$ cat src/rtl/spi_ws_pkg.sv
package spi_ws_pkg;
    typedef enum logic [2:0] {
        ST_OFF,
        ST_HUNT,
        ST_WAIT_SS,
        ST_ARMED,
        ST_LOCKED
    } ws_state_e;
endpackage

$ cat src/rtl/spi_ws_sync.sv
module spi_ws_sync #(
    parameter int unsigned  W       = 2,
    parameter int unsigned  STAGES  = 2,
    parameter logic [W-1:0] RST_VAL = '0
) (
    input  logic         clk,
    input  logic         rst_n,
    input  logic [W-1:0] d,
    output logic [W-1:0] q
);
    logic [W-1:0] stg_d [STAGES];
    logic [W-1:0] stg_q [STAGES];

    always_comb begin
        stg_d[0] = d;
        for (int i = 1; i < STAGES; i++) begin
            stg_d[i] = stg_q[i-1];
        end
    end

    always_ff @(posedge clk or negedge rst_n) begin
        if (!rst_n) begin
            for (int i = 0; i < STAGES; i++) begin
                stg_q[i] <= RST_VAL;
            end
        end else begin
            for (int i = 0; i < STAGES; i++) begin
                stg_q[i] <= stg_d[i];
            end
        end
    end

    assign q = stg_q[STAGES-1];
endmodule

$ cat src/rtl/spi_ws_sclk_mon.sv
module spi_ws_sclk_mon #(
    parameter int unsigned IDLE_W = 8
) (
    input  logic              clk,
    input  logic              rst_n,
    input  logic              clr,
    input  logic              sclk_s,
    input  logic [IDLE_W-1:0] thr_raw,
    output logic              rise,
    output logic              idle_hit
);
    typedef struct packed {
        logic              prev;
        logic [IDLE_W-1:0] cnt;
    } mon_t;

    mon_t              mon_d, mon_q;
    logic              any_edge;
    logic [IDLE_W-1:0] thr;

    always_comb begin
        thr      = (thr_raw == '0) ? IDLE_W'(1) : thr_raw;
        any_edge = sclk_s ^ mon_q.prev;
        rise     = sclk_s & ~mon_q.prev;
        idle_hit = (mon_q.cnt >= thr);
        mon_d      = mon_q;
        mon_d.prev = sclk_s;
        if (clr || any_edge) begin
            mon_d.cnt = '0;
        end else if (mon_q.cnt < thr) begin
            mon_d.cnt = mon_q.cnt + IDLE_W'(1);
        end
    end

    always_ff @(posedge clk or negedge rst_n) begin
        if (!rst_n) begin
            mon_q <= '0;
        end else begin
            mon_q <= mon_d;
        end
    end

    // any sampled transition or a clear restarts the idle run
    p_idle_restart_r6: assert property (@(posedge clk) disable iff (!rst_n)
        (clr || any_edge) |=> (mon_q.cnt == '0));

    // once at the threshold with no activity the count holds
    p_idle_saturate_r6: assert property (@(posedge clk) disable iff (!rst_n)
        (!clr && !any_edge && idle_hit) |=> (mon_q.cnt == $past(mon_q.cnt)));
endmodule

$ cat src/rtl/spi_ws_ss_qual.sv
module spi_ws_ss_qual #(
    parameter int unsigned SS_MIN_LOW = 4
) (
    input  logic clk,
    input  logic rst_n,
    input  logic ss_n_s,
    output logic ss_low,
    output logic ss_ok
);
    localparam int unsigned SSC_W = $clog2(SS_MIN_LOW + 1);

    typedef struct packed {
        logic [SSC_W-1:0] cnt;
    } qual_t;

    qual_t qual_d, qual_q;

    always_comb begin
        ss_low = ~ss_n_s;
        ss_ok  = (qual_q.cnt >= SSC_W'(SS_MIN_LOW));
        qual_d = qual_q;
        if (!ss_low) begin
            qual_d.cnt = '0;
        end else if (qual_q.cnt < SSC_W'(SS_MIN_LOW)) begin
            qual_d.cnt = qual_q.cnt + SSC_W'(1);
        end
    end

    always_ff @(posedge clk or negedge rst_n) begin
        if (!rst_n) begin
            qual_q <= '0;
        end else begin
            qual_q <= qual_d;
        end
    end

    // acceptance only follows a held low level
    p_ss_rise_held_r4: assert property (@(posedge clk) disable iff (!rst_n)
        $rose(ss_ok) |-> (ss_low && $past(ss_low)));

    // a high level withdraws acceptance on the next cycle
    p_ss_drop_r4: assert property (@(posedge clk) disable iff (!rst_n)
        !ss_low |=> !ss_ok);
endmodule

$ cat src/rtl/spi_ws_fsm.sv
module spi_ws_fsm
    import spi_ws_pkg::*;
(
    input  logic clk,
    input  logic rst_n,
    input  logic en,
    input  logic ss_low,
    input  logic ss_ok,
    input  logic rise,
    input  logic idle_hit,
    output logic word_start,
    output logic synced
);
    typedef struct packed {
        ws_state_e st;
        logic      ws;
    } fsm_t;

    fsm_t fsm_d, fsm_q;

    always_comb begin
        fsm_d    = fsm_q;
        fsm_d.ws = 1'b0;
        unique case (fsm_q.st)
            ST_OFF: begin
                if (en) begin
                    fsm_d.st = ss_low ? ST_HUNT : ST_WAIT_SS;
                end
            end
            ST_HUNT: begin
                if (!ss_low) begin
                    fsm_d.st = ST_WAIT_SS;
                end else if (idle_hit) begin
                    if (rise) begin
                        fsm_d.st = ST_LOCKED;
                        fsm_d.ws = 1'b1;
                    end else begin
                        fsm_d.st = ST_ARMED;
                    end
                end
            end
            ST_ARMED: begin
                if (!ss_low) begin
                    fsm_d.st = ST_WAIT_SS;
                end else if (rise) begin
                    fsm_d.st = ST_LOCKED;
                    fsm_d.ws = 1'b1;
                end
            end
            ST_WAIT_SS: begin
                if (ss_ok && rise) begin
                    fsm_d.st = ST_LOCKED;
                    fsm_d.ws = 1'b1;
                end
            end
            ST_LOCKED: begin
                fsm_d.st = ST_LOCKED;
            end
            default: begin
                fsm_d.st = ST_OFF;
            end
        endcase
        if (!en) begin
            fsm_d.st = ST_OFF;
            fsm_d.ws = 1'b0;
        end
    end

    always_ff @(posedge clk or negedge rst_n) begin
        if (!rst_n) begin
            fsm_q <= '{st: ST_OFF, ws: 1'b0};
        end else begin
            fsm_q <= fsm_d;
        end
    end

    assign word_start = fsm_q.ws;
    assign synced     = (fsm_q.st == ST_LOCKED);

    // the strobe lasts one cycle
    p_ws_pulse_r9: assert property (@(posedge clk) disable iff (!rst_n)
        word_start |=> !word_start);

    // lock is held while enabled
    p_lock_hold_r9: assert property (@(posedge clk) disable iff (!rst_n)
        (synced && en) |=> synced);

    // a start is caused by a sampled rising edge while select was low
    p_ws_cause_r3: assert property (@(posedge clk) disable iff (!rst_n)
        word_start |-> ($past(rise) && $past(ss_low) && synced));

    // disabling clears the outputs
    p_disable_r8: assert property (@(posedge clk) disable iff (!rst_n)
        !en |=> (!synced && !word_start));
endmodule

$ cat src/rtl/spi_wordsync.sv
module spi_wordsync #(
    parameter int unsigned IDLE_W      = 8,
    parameter int unsigned SYNC_STAGES = 2,
    parameter int unsigned SS_MIN_LOW  = 4
) (
    input  logic              clk,
    input  logic              rst_n,
    input  logic              en,
    input  logic [IDLE_W-1:0] idle_thresh,
    input  logic              ss_n_in,
    input  logic              sclk_in,
    output logic              word_start,
    output logic              synced
);
    logic [1:0] pins_s;
    logic       ss_low, ss_ok, rise, idle_hit;

    spi_ws_sync #(
        .W       (2),
        .STAGES  (SYNC_STAGES),
        .RST_VAL (2'b10)
    ) u_sync (
        .clk   (clk),
        .rst_n (rst_n),
        .d     ({ss_n_in, sclk_in}),
        .q     (pins_s)
    );

    spi_ws_sclk_mon #(
        .IDLE_W (IDLE_W)
    ) u_sclk_mon (
        .clk      (clk),
        .rst_n    (rst_n),
        .clr      (~en),
        .sclk_s   (pins_s[0]),
        .thr_raw  (idle_thresh),
        .rise     (rise),
        .idle_hit (idle_hit)
    );

    spi_ws_ss_qual #(
        .SS_MIN_LOW (SS_MIN_LOW)
    ) u_ss_qual (
        .clk    (clk),
        .rst_n  (rst_n),
        .ss_n_s (pins_s[1]),
        .ss_low (ss_low),
        .ss_ok  (ss_ok)
    );

    spi_ws_fsm u_fsm (
        .clk        (clk),
        .rst_n      (rst_n),
        .en         (en),
        .ss_low     (ss_low),
        .ss_ok      (ss_ok),
        .rise       (rise),
        .idle_hit   (idle_hit),
        .word_start (word_start),
        .synced     (synced)
    );

    // a start needs the sampled clock to have been low one cycle earlier
    p_start_after_low_r2: assert property (@(posedge clk) disable iff (!rst_n)
        $rose(word_start) |-> $past(rise));
endmodule

$ cat config.mk
export PLATFORM = sky130hd
export DESIGN_NAME = spi_wordsync
export DESIGN_NICKNAME = d
export VERILOG_FILES = /design/src/rtl/spi_ws_pkg.sv /design/src/rtl/spi_ws_sync.sv /design/src/rtl/spi_ws_sclk_mon.sv /design/src/rtl/spi_ws_ss_qual.sv /design/src/rtl/spi_ws_fsm.sv /design/src/rtl/spi_wordsync.sv
export SDC_FILE = /design/constraint.sdc
export NUM_CORES = 1
export LEC_CHECK = 0
export BUFFER_PORTS_ARGS = -buffer_cell sky130_fd_sc_hd__buf_2
export CORE_MARGIN = 2
export CORE_UTILIZATION = 42
export CTS_BUF_LIST = sky130_fd_sc_hd__clkbuf_2
export DETAILED_ROUTE_END_ITERATION = 8
export PLACE_DENSITY = 0.7
export SYNTH_ARGS = -nofsm -noshare
export SYNTH_HDL_FRONTEND = slang
export SYNTH_HIERARCHICAL = 1
export SYNTH_SLANG_ARGS = --single-unit
export TNS_END_PERCENT = 50
$ cat constraint.sdc
create_clock -name clk -period 2.15 [get_ports clk]
set_input_delay 0.43 -clock clk [delete_from_list [all_inputs] [get_ports clk]]
set_output_delay 0.43 -clock clk [all_outputs]
set_load 0.1 [all_outputs]
==> implementation parameters <==
Parameter                              Value

Floorplanning
  Number of placement rows ... 19
  Core outline area ... 2780 µm²
  Die X ... just under 60 µm
  Die Ht ... between 50 and 60 µm
  Total die area ... between 3000 and 4000 µm²
  Effective utilization at floorplan ... 44.5%
  Top-level port count ... 15

Route
  Via count normalized by instance count ... between 5 and 6
  Length of the first detailed-routing pass in iterations ... 4
  ANT nets after route ... 0
  Initial DRC count ... 27
  Mean routed wirelength per cell ... around 13 µm
  Final wirelength ... 2420 µm
  Total vias in the final route ... approximately 1000
  Number of remaining DRC errors ... 0

Worst setup path
  Element type at the critical path end ... register
  Startpoint type of the worst setup path ... register
  Arrival time reported for the critical path endpoint ... 2.29 ns
  Reg2reg setup slack ... between 0.1 and 0.15 ns
  Max FO, Critical Path ... 4
  Reg-to-reg endpoint ... u_fsm/fsm_q[1]
  Number of cells on the worst reg-to-reg path ... 9
  Startpoint of the lowest-slack register-to-register path ... u_sclk_mon/mon_q[1]
  Kind of critical path ... register to register
  Critical path required time ... around 2.4 ns

Synth
  Yosys warns ... 6
  Syn nets ... around 150
  Async S/R FF share, synth ... 100%
  Fraction of post-synthesis cell area in the top cell type by area ... 36.4%
  Average cell area after synthesis ... about 10 µm²
  Main synth FF type ... dfrtp_1
  Post-synth EDFFs ... 0
  Share of synthesized area occupied by flip-flops and latches ... roughly 40%
  Gate count of the mapped netlist ... roughly 130
  Number of different library cells in the post-synthesis netlist ... 40
  Number of synthesized register bits ... 20
  Synthesized cell area ... between 1000 and 1500 µm²
  Cell taking the most area after synthesis ... dfrtp_1
  Synth top area cells ... dfrtp_1, ha_1, inv_1

Run
  # Max-Cap Violations ... 0

Clock network
  CTS root buf ... clkbuf_2
  Clock-pin slew on the worst setup and hold paths ... ~0.19 ns
  Later-pin clock latency in the skew report ... 0.31 ns
  CTS sink cnt ... 20
  Maximum root-to-sink buffer count ... 2
  # H-tree levels ... 1
  Number of clock buffers inserted by TritonCTS ... 3
  Clock tree from TritonCTS ... built
  Setup repair bufs after CTS ... 0

Global routing
  Global routing met3 resource utilization ... under 10%
  Number of global-route vias before repair ... 993
  Largest net degree at the start of global routing ... 21
  First-pass GRT wire length ... slightly above 4000 µm
  Sum of overflow across all layers after global routing ... 0
  Global-route track usage on met2 ... 26.8%
  Initial antenna violation count ... 0
  Global-route usage over all layers ... 15.6%
  Routing layer with the top usage in global route ... met2
  Met1 global-route usage ... between 10% and 20%

Final layout
  Most frequent standard cell in the layout excluding fill and tap cells ... dfrtp_1
  Non-filler instance count after layout ... 180
  Diodes inserted ... 0
  Final net count ... between 150 and 200
  Post-synthesis to final-layout area growth ... 17.2%
  Leading cell types in the layout, fill and taps excluded ... dfrtp_1, inv_1, buf_2, a21oi_1, ha_1
  Layout cells sized above 1 ... about a quarter

Hold path
  Path category of the worst min-delay check ... input pin to async pin

Pwr
  PwrDens ... around 480 nW/µm²
  Leakage ... roughly 0.00071 µW
  Max IR drop VDD ... approximately 320 µV

STA
  Total count of hold-check failures in the final report ... 0
  Worst Max-Slew Pin Slew ... just under 0.5 ns
  Minimum period implied by the final worst setup slack ... 2.03 ns
  Worst slew margin relative to its limit ... just under 70%
  Worst hold slack ... roughly 0.033 ns
  Final-report setup violation count ... 0
  Number of slew-limit violations in the final report ... 0
  Max frequency ... roughly 490 MHz
  Post-route clock period utilization ... a little over nine tenths
  Skew final ... approximately 0.013 ns

Place
  Weighted congestion at the end of routability-driven global placement ... around 0.84
  Post-detailed-placement half-perimeter wirelength ... ~1900 µm
  Placed Instances ... 176
  Count of input and output buffers ... 14

Run status
  Result of the run ... complete, no violations
==> cells in the mapped netlist (2+ instances only) <==
library cell and count:
dfstp_2 2, o21ai_0 7, or4_1 2, dfrtp_1 18, buf_6 2, or3_1 5
nand2_1 7, nand3_1 2, a21oi_1 12, inv_1 17, mux2i_1 4, nand4_1 5
ha_1 12, nor2_1 5
==> sequential cells by signal (all words and copies together), names as in the netlist <==
| signal | flops |
|---|---|
| u_fsm/fsm_q | 3 |
| u_fsm/word_start | 1 |
| u_sync/q | 2 |
| u_sclk_mon/mon_q | 9 |
| u_ss_qual/qual_q | 3 |
| u_sync/stg_d | 2 |
==> worst max-delay path: stages (launching register included) <==
cell and delay [ns]:
dfrtp_1 0.46, ha_1 0.31, nor2b_4 0.14, o211ai_2 0.10, a21oi_4 0.24, nor2_4 0.07
o21ai_2 0.13, nand2b_4 0.08, a2111oi_4 0.27, a31o_1 0.18
==> report_power, final <==
group | switching (µW) | internal (µW) | leakage (µW)
sequential | 26.5 | 398 | 0.000260
clock | 110 | 40.4 | 0.0000140
combinational | 61.6 | 57.4 | 0.000433
==> logic make-up after synthesis <==
| kind of cell | synth area share, % |
|---|---|
| simple gates | 18.0 |
| flops | 40.6 |
| compound gates | 18.0 |
| fa+ha+maj | 12.1 |
| buf+inv | 7.28 |
| xor+xnor | 0.708 |
| mux | 3.24 |
==> layout make-up <==
class                   count  area [µm²]
repair buffers             22         143
multi-input cells          86         683
well taps                  31        38.8
flip-flops and latches     20         503
inverters                  17        63.8
fillers                   278        1330
clock buffers               3        15.0
clock inverters             1        3.75
==> layer usage <==
| layer | share of wire, % | vias to the layer above |
|---|---|---|
| li1 | - | 497 |
| met5 | 0 | - |
| met1 | 48 | 482 |
| met4 | 0.54 | 0 |
| met3 | 3.2 | 2 |
| met2 | 49 | 16 |
==> worst max path at each step <==
stage / startpoint / end / slack [ns] / depth (start not counted)
floorplan: idle_thresh[6] / u_fsm/fsm_q[1] / -0.01 / 12
detailed placement: idle_thresh[3] / u_sclk_mon/mon_q[2] / -0.16 / 10
finish: u_sclk_mon/mon_q[1] / u_fsm/fsm_q[1] / 0.12 / 9
CTS: u_sclk_mon/mon_q[1] / u_fsm/fsm_q[1] / 0.06 / 9
global placement: idle_thresh[3] / u_sclk_mon/mon_q[2] / -0.11 / 10
global route: u_sclk_mon/mon_q[1] / u_fsm/fsm_q[1] / -0.005 / 9
==> metrics by stage <==
step                      setup slack, ns  power (µW)  instance area, µm²   TNS, ns  utilization (%)
final                               0.124         694                1450         0             52.1
after global routing             -0.00458         741                1450  -0.00458             52.1
after CTS                          0.0619         708                1440         0             51.9
after detailed placement           -0.160         552                1420     -1.18             51.2
after global placement             -0.113         541                1420    -0.705             51.2
after floorplan                   -0.0103         507                1270   -0.0158                -
==> what timing repair did <==
action / CTS / global route
resized for setup: 0 / 2
setup endpoints to repair: 0 / 2
hold buffers: 0 / 0
No activity file was read; power rests on OpenSTA's default activity.
